**src/rtl/uart_irq_pkg.sv**
```systemverilog
package uart_irq_pkg;
    localparam int NBITS = 11;
    localparam int NLINES = 5;

    localparam int BIT_TX = 5;

    typedef enum logic [2:0] {
        SEL_DATA   = 3'd0,
        SEL_MASK   = 3'd1,
        SEL_RAW    = 3'd2,
        SEL_MASKED = 3'd3,
        SEL_CLEAR  = 3'd4
    } reg_sel_e;

    typedef struct packed {
        logic [NBITS-1:0] raw;
        logic [NBITS-1:0] mask;
    } irq_state_t;

    // line index: 0 rx, 1 tx, 2 rt, 3 modem status, 4 error
    function automatic logic [NBITS-1:0] line_group(input int idx);
        case (idx)
            0:       line_group = 11'h010;
            1:       line_group = 11'h020;
            2:       line_group = 11'h040;
            3:       line_group = 11'h00F;
            default: line_group = 11'h780;
        endcase
    endfunction
endpackage

```
**src/rtl/uart_irq_dec.sv**
```systemverilog
module uart_irq_dec
    import uart_irq_pkg::*;
#(
    parameter int ADDR_W = 3,
    parameter int DATA_W = 32
) (
    input  logic              bus_wr,
    input  logic [ADDR_W-1:0] bus_addr,
    input  logic [NBITS-1:0]  raw_q,
    input  logic [NBITS-1:0]  mask_q,
    output logic              wr_data,
    output logic              wr_mask,
    output logic              wr_clear,
    output logic [DATA_W-1:0] rdata
);
    localparam int PAD_W = DATA_W - NBITS;

    always_comb begin
        wr_data  = bus_wr && (bus_addr == ADDR_W'(SEL_DATA));
        wr_mask  = bus_wr && (bus_addr == ADDR_W'(SEL_MASK));
        wr_clear = bus_wr && (bus_addr == ADDR_W'(SEL_CLEAR));
    end

    always_comb begin
        rdata = '0;
        if (bus_addr == ADDR_W'(SEL_MASK)) begin
            rdata = {{PAD_W{1'b0}}, mask_q};
        end else if (bus_addr == ADDR_W'(SEL_RAW)) begin
            rdata = {{PAD_W{1'b0}}, raw_q};
        end else if (bus_addr == ADDR_W'(SEL_MASKED)) begin
            rdata = {{PAD_W{1'b0}}, raw_q & mask_q};
        end
    end
endmodule

```
**src/rtl/uart_irq_state.sv**
```systemverilog
module uart_irq_state
    import uart_irq_pkg::*;
(
    input  logic             clk,
    input  logic             rst_n,
    input  logic             wr_data,
    input  logic             wr_mask,
    input  logic             wr_clear,
    input  logic [NBITS-1:0] wbits,
    input  logic [NBITS-1:0] evt_set,
    output logic [NBITS-1:0] raw_q,
    output logic [NBITS-1:0] mask_q
);
    irq_state_t st_d, st_q;
    logic [NBITS-1:0] set_vec;
    logic [NBITS-1:0] clr_vec;

    always_comb begin
        set_vec = evt_set;
        if (wr_data) begin
            set_vec[BIT_TX] = 1'b1;
        end
        clr_vec = wr_clear ? wbits : '0;
        st_d = st_q;
        // set has priority over clear on the same bit
        st_d.raw = (st_q.raw & ~clr_vec) | set_vec;
        if (wr_mask) begin
            st_d.mask = wbits;
        end
    end

    always_ff @(posedge clk or negedge rst_n) begin
        if (!rst_n) begin
            st_q <= '0;
        end else begin
            st_q <= st_d;
        end
    end

    assign raw_q  = st_q.raw;
    assign mask_q = st_q.mask;
endmodule

```
**src/rtl/uart_irq_route.sv**
```systemverilog
module uart_irq_route
    import uart_irq_pkg::*;
(
    input  logic [NBITS-1:0]  raw_q,
    input  logic [NBITS-1:0]  mask_q,
    output logic [NLINES-1:0] lines,
    output logic              any
);
    logic [NBITS-1:0] masked;

    assign masked = raw_q & mask_q;

    for (genvar g = 0; g < NLINES; g++) begin : g_line
        localparam logic [NBITS-1:0] GRP = line_group(g);
        assign lines[g] = |(masked & GRP);
    end

    assign any = |lines;
endmodule

```
**src/rtl/uart_irq_ctrl.sv**
```systemverilog
module uart_irq_ctrl
    import uart_irq_pkg::*;
#(
    parameter int ADDR_W = 3,
    parameter int DATA_W = 32
) (
    input  logic              clk,
    input  logic              rst_n,
    input  logic              bus_wr,
    input  logic [ADDR_W-1:0] bus_addr,
    input  logic [DATA_W-1:0] bus_wdata,
    output logic [DATA_W-1:0] bus_rdata,
    input  logic [NBITS-1:0]  evt_set,
    output logic              irq_any,
    output logic              irq_rx,
    output logic              irq_tx,
    output logic              irq_rt,
    output logic              irq_ms,
    output logic              irq_err
);
    logic             wr_data, wr_mask, wr_clear;
    logic [NBITS-1:0] raw_vec, mask_vec;
    logic [NLINES-1:0] lines;

    uart_irq_dec #(.ADDR_W(ADDR_W), .DATA_W(DATA_W)) u_dec (
        .bus_wr   (bus_wr),
        .bus_addr (bus_addr),
        .raw_q    (raw_vec),
        .mask_q   (mask_vec),
        .wr_data  (wr_data),
        .wr_mask  (wr_mask),
        .wr_clear (wr_clear),
        .rdata    (bus_rdata)
    );

    uart_irq_state u_state (
        .clk      (clk),
        .rst_n    (rst_n),
        .wr_data  (wr_data),
        .wr_mask  (wr_mask),
        .wr_clear (wr_clear),
        .wbits    (bus_wdata[NBITS-1:0]),
        .evt_set  (evt_set),
        .raw_q    (raw_vec),
        .mask_q   (mask_vec)
    );

    uart_irq_route u_route (
        .raw_q  (raw_vec),
        .mask_q (mask_vec),
        .lines  (lines),
        .any    (irq_any)
    );

    assign irq_rx  = lines[0];
    assign irq_tx  = lines[1];
    assign irq_rt  = lines[2];
    assign irq_ms  = lines[3];
    assign irq_err = lines[4];
endmodule

```
**config.mk**
```make
export PLATFORM = sky130hd
export DESIGN_NAME = uart_irq_ctrl
export DESIGN_NICKNAME = d
export VERILOG_FILES = /design/src/rtl/uart_irq_pkg.sv /design/src/rtl/uart_irq_dec.sv /design/src/rtl/uart_irq_state.sv /design/src/rtl/uart_irq_route.sv /design/src/rtl/uart_irq_ctrl.sv
export SDC_FILE = /design/constraint.sdc
export NUM_CORES = 1
export LEC_CHECK = 0
export BUFFER_PORTS_ARGS = -buffer_cell sky130_fd_sc_hd__buf_2
export CORE_MARGIN = 2
export CORE_UTILIZATION = 41
export CTS_CLUSTER_DIAMETER = 150
export CTS_CLUSTER_SIZE = 16
export DETAILED_ROUTE_END_ITERATION = 12
export PLACE_DENSITY = 0.84
export SYNTH_ARGS = -nofsm -noshare
export SYNTH_HDL_FRONTEND = slang
export SYNTH_SLANG_ARGS = --single-unit
```
**constraint.sdc**
```tcl
create_clock -name clk -period 1.4 [get_ports clk]
set_input_delay 0.14 -clock clk [delete_from_list [all_inputs] [get_ports clk]]
set_output_delay 0.14 -clock clk [all_outputs]
set_load 0.01 [all_outputs]
```
Yosys cells after proc, flatten, opt, wreduce, memory -nomap -nowiden. Cells that the tools add are included.

Bitwise operators: 4. Mux-type cells: 5. Reduce and logical (&&, ||, !) cells: 7. Equal/unequal tests: 4.

Operators by type and width (number): 32-bit 2-to-1 mux (2); 11-bit AND (2); 11-bit 2-to-1 mux (2); 11-bit inverter (1); 11-bit OR (1); 11-bit OR reduction (1); 4-bit OR reduction (2); 3-bit by 2-bit == test with 1-bit output, second input constant (2); 3-bit by 1-bit == test with 1-bit output, second input constant (1); 3-bit == test, second input constant (1); 1-bit logical AND (3); 3-bit logical NOT (1); 1-bit 2-to-1 mux (1).

Bits of input ports: 49. Output and inout bits: 38. Bits in registers: 22. Word-level logic and storage cells: 22.

Depth between registers and ports, before layout. Gate-level depths: netlist of the first run.

Word-level depth: 6. Gate-level depth with buffers: 4. Mapped depth without buffers: 3.

Cells and area by module. Synthesis of the first run repeated with hierarchy kept, for this count alone.

Cells, all modules: 130. Area total of the unflattened synthesis: 1413.9 um^2.

By module, submodules not included: uart_irq_state (area each 855.8 um^2, cells each 57, sequential area each 550.5 um^2, instances 1); uart_irq_dec (area each 478.0 um^2, cells each 62, sequential area each 0.0 um^2, instances 1); uart_irq_route (area each 80.1 um^2, cells each 11, sequential area each 0.0 um^2, instances 1).

Worst setup path before layout of the first run. OpenSTA, ideal clock, no wires.

Kind: register -> output. From: register u_state.st_q, in the netlist u_state.mask_q[7]. To: output port irq_any. Arrival: 1.282 ns. Cell stages (with the launch flop): 4. Path buffers: 0. Slack: -0.022 ns. Data required time: 1.260 ns. Path through: dfrtp_1 a22oi_1 o221ai_1 or4_1.

Longest elaborated chain between the ends: 2.

Ends and longest elaborated chain: start, declared (line uart_irq_state.sv:14) `irq_state_t st_d, st_q;`; start signal, assigned (line uart_irq_state.sv:36) `st_q <= st_d;`; 11-bit AND (line uart_irq_route.sv:11) `assign masked = raw_q & mask_q;`; 11-bit OR reduction (line uart_irq_route.sv:18) `assign any = |lines;`; end, declared (line uart_irq_ctrl.sv:14) `output logic irq_any,`.

No other way between the ends.

Final worst setup path of the first run.
From: register u_state.st_q, in the netlist u_state.raw_q[5]. To: output port irq_any.

Same word-level chain as after synthesis.

==> summary.md, run 1 <==
| Metric | Value |
|---|---|
| Die Wd | 59.4 um |
| Final period util | 137% |
| Setup WS post-layout | -0.524 ns |
| Status | finished with violations |
| Worst setup EP type | primary output |
| Leakage power | 0.000907 uW |
| Final setup fails | 2 |
| Cell Pwr Density | 964 nW/um^2 |
| Chip height | 59.4 um |
| Crit-path max cell delay | ~0.53 ns |
| CTS root buf | clkbuf_4 |
| Worst clock skew | 0 ns |
| RSZ-0062 raised after global routing | yes |
| Failing checks | negative setup slack |
| Max Cap Viol | 0 |
| Worst slack at placement | -0.163 ns |
| Vias in the first global route | 1,053 |
| VDD IR max | 0.467 mV |
| Top delay family on crit path | simple AND/OR/NAND/NOR gates |
| WP data required | between 1 and 1.5 ns |
| Reg clk slew, reported paths | 0.12 ns |
| Synth area leaders | dfrtp_1 (44%), buf_4 (13%), a221oi_1 (7.7%) |
| Met1 usage | 24.4% |
| Initial antenna violation count | 0 |
| Routed vias | around 1,100 |
| H-tree levels | 1 |
| Worst Tran Pin Value | ~0.51 ns |
| Area delta synth->final | 37.9% |
| Row cnt | 20 |
| GPL Wtd Cong | approximately 0.81 |
| Core area | just under 3000 um^2 |
| Clock Tree Buf Depth | 2 |
| CTS Buf Count | 3 |
| Final nets | 255 |
| Pins Over Slew Limit | 0 |
| Hold WS | 0.0196 ns |
| Global route total overflow | 0 |
| F_max | 520 MHz |
| Die area | 3520 um^2 |
| Setup CP Type | flip-flop to primary output |
| ANT cells | 0 |
| Most frequent cells in the layout | buf_2 (42), dfrtp_1 (22), conb_1 (21), inv_1 (17), buf_4 (17) |
| Synth unique cells | 22 |
| CP Cell Sequence | and2_4 > or2_4 > or4_4 > buf_6 |
| First DRT Iteration DRCs | 27 |
| M3 GR Usage | roughly 3.1% |
| Register bit total from synthesis | 22 |
| Crit path max fanout | 2 |
| Minimum clock period | between 1.5 and 2 ns |
| Gate count after technology mapping | 141 |
| Residual DRC | 0 |
| Via-to-Cell Ratio | 4.74 |
| Largest net degree at the start of global routing | 23 |
| Pre-antenna DRT Iters | 4 |
| I/O pin count | 87 |
| Syn Area/Cell | between 8 and 9 um^2 |
| Clock sinks | 22 |
| Synthesized area | 1260 um^2 |
| YS warnings | 0 |
| CTS tree | yes |
| Util after Layout | 58.2% |
| Buf/Inv on CP | 1 |
| Total Routing Usage GR | between 15 and 20% |
| Grt met2 use | a little under a third |
| Min-delay worst type | input pin to flip-flop |
| Post-synth top area share | 43.8% |
| Setup crit start kind | flip-flop |
| Initial Util | 42.2% |
| Layout cell share with drive strength beyond 1 | 50.7% |
| ANT nets after route | 0 |
| Sequential cell area fraction in the yosys report | 43.8% |
| Fill cells | roughly 290 |
| Routed WL | 3120 um |
| PortBufs | 44 |
| Slew margin rel. | 65.9% |
| Area leader, netlist | dfrtp_1 |
| Global-route wire length before repair | 4750 um |
| GR peak layer | met2 |
| Hpwl dp | 2290 um |
| Worst path arrival time | 1.78 ns |
| Commonest non-fill, non-tap cell in the layout | buf_2 |
| Worst-Skew Late Latency | 0.30 ns |
| Final Hold Viols | 0 |
| Avg WL per Cell | 13.1 um |
| CP max stage cell | or4_4 |
==> synth_stat cells (all sizes together) <==
| cell type | count |
|---|---|
| a21oi | 10 |
| a221o | 1 |
| a221oi | 11 |
| a22oi | 2 |
| and2 | 2 |
| and4bb | 2 |
| buf | 23 |
| clkbuf | 4 |
| conb | 1 |
| dfrtp | 22 |
| inv | 23 |
| nand2 | 12 |
| nor2 | 1 |
| nor3b | 1 |
| o21ai | 12 |
| o221ai | 2 |
| or2 | 11 |
| or4 | 1 |
==> sequential cells by signal (all words and copies together), names as in the netlist <==
name / count
u_state.mask_q: 11
u_state.raw_q: 11
==> through the flow <==
| step | total power, uW | TNS [ns] | area [um^2] | std cells |
|---|---|---|---|---|
| after detailed placement | 1180 | -0.163 | 1510 | 223 |
| after global placement | 1170 | -0.121 | 1510 | 223 |
| after global routing | 1790 | -1.03 | 1730 | 238 |
| final | 1670 | -0.609 | 1730 | 238 |
| after CTS | 1560 | -0.502 | 1590 | 229 |
| after floorplan | 1020 | 0 | 1340 | 161 |
==> kinds of logic after synthesis <==
kind of cell	Yosys count	synth area share [%]
compound gates	38	20.7
buf+inv	50	21.6
flops	22	43.8
simple gates	30	13.5
other cells	1	0.299
==> per-layer routing <==
metal	share of wire, %	wire length (um)
met2	52	1630
met3	4.9	152
met5	0	0
met4	0	0
met1	43	1340
==> power by group <==
group	switching, uW	internal (uW)
combinational	294	285
sequential	36.7	707
clock	189	158
==> worst register-to-register path: stages, from the launching register on <==
cell and delay (ns):
dfrtp_1 0.39, inv_2 0.07, buf_6 0.10, buf_4 0.09
a21oi_1 0.03, or2_2 0.27
==> repair_timing <==
action	4_1_cts	5_1_grt
resized for setup	5	20
pin swaps	2	10
setup endpoints to repair	4	13
gates cloned	0	0
setup buffers	1	8
hold endpoints to repair	22	2
hold buffers	1	2
==> area by class of cell <==
| type | instances | area (um^2) | area share (%) |
|---|---|---|---|
| Multi-Input combinational cell | 89 | 594 | 34.3 |
| Timing Repair Buffer | 67 | 424 | 24.5 |
| Inverter | 23 | 86.3 | 4.98 |
| Tap cell | 33 | 41.3 | 2.38 |
| Clock buffer | 4 | 36.3 | 2.09 |
| Sequential cell | 22 | 551 | 31.8 |
==> final timing paths <==
check                                       start                 to  slack, ns  cells after the start
worst max-delay path             u_state.raw_q[5]            irq_any      -0.52                      4
worst min-delay path                   evt_set[3]   u_state.raw_q[3]       0.02                      2
worst max register to register   u_state.raw_q[1]   u_state.raw_q[1]       0.35                      5
worst min register to register  u_state.mask_q[8]  u_state.mask_q[8]       0.58                      2
max in group asynchronous                   rst_n  u_state.mask_q[5]       0.73                      2
min in group asynchronous                   rst_n   u_state.raw_q[4]       0.33                      2
No activity file was read; power rests on OpenSTA's default activity.
==> run 2, diff against run 1 <==
--- a/config.mk
+++ b/config.mk
@@ -11,7 +11,7 @@
 export CTS_CLUSTER_DIAMETER = 150
 export CTS_CLUSTER_SIZE = 16
 export DETAILED_ROUTE_END_ITERATION = 12
-export PLACE_DENSITY = 0.84
+export PLACE_DENSITY = 0.8
 export SYNTH_ARGS = -nofsm -noshare
 export SYNTH_HDL_FRONTEND = slang
 export SYNTH_SLANG_ARGS = --single-unit
==> run 2 against run 1 <==
Against the previous run: the flow still finishes with violations (negative setup slack); non-clock buffer count decreased by 1; clock power increased by 38%; flip-flop and latch count unchanged; core utilization decreased by 0.50 points; sequential share of layout area increased by 0.28 points; count of clock-buffer cells in the layout decreased by 1; largest power group unchanged; clock skew unchanged; fmax decreased by 0.54%.
==> summary.md, run 2 (synthesis gave the netlist of run 1 again) <==
| Metric | Value |
|---|---|
| Status | finished with violations |
| Failing checks | negative setup slack |
| Top delay family on crit path | simple AND/OR/NAND/NOR gates |
| Hpwl dp | 2250 um |
| Final Hold Viols | 0 |
| Residual DRC | 0 |
| Post-DP Area | 1560 um^2 |
| Minimum clock period | 1.93 ns |
| RSZ-0062 raised after global routing | yes |
| CTS root buf | clkbuf_4 |
| Setup TNS | -0.686 ns |
| M3 GR Usage | 3.06% |
| VDD IR max | 0.493 mV |
| CP Cell Sequence | and2_4 > or2_1 > or4_4 > buf_6 |
| Area delta synth->final | 36.8% |
| Final setup fails | 4 |
| Die Wd | around 60 um |
| Core area | 2980 um^2 |
| First DRT Iteration DRCs | 36 |
| Worst slack at placement | -0.142 ns |
| Row cnt | 20 |
| Cell Pwr Density | 1030 nW/um^2 |
| F_max | 517 MHz |
| Util after Layout | 57.7% |
| Clock sinks | 22 |
| Worst-Skew Late Latency | 0.30 ns |
| Via-to-Cell Ratio | 4.84 |
| PortBufs | 44 |
| Routed vias | 1,147 |
| Worst path arrival time | 1.79 ns |
| Final nets | between 200 and 300 |
| Leakage power | ~0.0009 uW |
| Initial Util | 42.2% |
| Largest net degree at the start of global routing | 23 |
| CTS tree | yes |
| Setup CP Type | flip-flop to primary output |
| Final period util | 138% |
| Vias in the first global route | 1,088 |
| Setup crit start kind | flip-flop |
| Commonest non-fill, non-tap cell in the layout | buf_2 |
| Global route total overflow | 0 |
| Crit-path max cell delay | between 0.5 and 0.6 ns |
| Worst clock skew | 0 ns |
| Max Cap Viol | 0 |
| GR peak layer | met2 |
| Total Routing Usage GR | 17.3% |
| Design Power | 1770 uW |
| CP max stage cell | or4_4 |
| Initial antenna violation count | 0 |
| Routed WL | roughly 3100 um |
| Worst setup EP type | primary output |
| Clock Tree Buf Depth | 2 |
| I/O pin count | 87 |
| Die area | about 3500 um^2 |
| Avg WL per Cell | 13.2 um |
| Min-delay worst type | input pin to flip-flop |
| Buf/Inv on CP | 1 |
| H-tree levels | 1 |
| CTS Buf Count | 3 |
| Layout cell share with drive strength beyond 1 | 48.5% |
| ANT nets after route | 0 |
| Pins Over Slew Limit | 0 |
| Pre-antenna DRT Iters | 4 |
| ANT cells | 0 |
| Setup WS post-layout | -0.535 ns |
| Design area | 1720 um^2 |
| Most frequent cells in the layout | buf_2 (41), dfrtp_1 (22), conb_1 (21), inv_1 (19), buf_4 (19) |
| WP data required | 1.26 ns |
| GPL Wtd Cong | 0.796 |
| Crit path max fanout | 2 |
| Grt met2 use | 28.1% |
| Chip height | 59.4 um |
| Met1 usage | 22.4% |
| Reg clk slew, reported paths | approximately 0.12 ns |
| Global-route wire length before repair | 4580 um |
run 2: per-layer routing:
metal,up-vias,wire length [um]
met2,42,1510
met1,539,1380
met5,-,0
met4,0,45
li1,562,-
met3,4,195
run 2: final timing paths:
path                                   start           endpoint  slack (ns)  cells past startpoint
max                        u_state.mask_q[5]            irq_any       -0.53                      4
min                              evt_set[10]  u_state.raw_q[10]        0.01                      2
max in group asynchronous              rst_n  u_state.mask_q[4]        0.75                      2
max reg2reg                 u_state.raw_q[1]   u_state.raw_q[1]        0.42                      4
min in group asynchronous              rst_n   u_state.raw_q[2]        0.32                      2
min reg2reg                u_state.mask_q[8]  u_state.mask_q[8]        0.58                      2
run 2: per-stage QoR:
stage	instances	hold slack [ns]
after global placement	230	0.132
after detailed placement	230	0.133
after CTS	235	0.00616
final	237	0.0119
after global routing	237	0.00270
after floorplan	161	-0.156
run 2: cell type report:
type                            instances  area (um^2)
Inverter                               23         86.3
Timing Repair Buffer                   66          414
Fill cell                             284         1260
Clock buffer                            3         22.5
Sequential cell                        22          551
Tap cell                               33         41.3
Clock inverter                          1         30.0
Multi-Input combinational cell         89          573
run 2: report_power, final:
group | internal [uW] | switching [uW]
Sequential | 707 | 37.0
Clock | 289 | 192
Combinational | 261 | 281
Total | 1260 | 510
run 2: worst reg2reg max path: cells and delay by family (launching register included):
| family | cells | cell delay, ns |
|---|---|---|
| flip-flops | 1 | 0.39 |
| AND/OR/NAND/NOR | 1 | 0.28 |
| buffers and inverters | 2 | 0.17 |
| AO/OA/AOI/OAI | 1 | 0.03 |
run 2: what timing repair did:
item	4_1_cts	5_1_grt
hold buffers	1	0
gates resized for setup	6	13
setup buffers	2	3
endpoints found under the hold margin	22	0
setup endpoints to repair	5	10
pin swaps	1	5
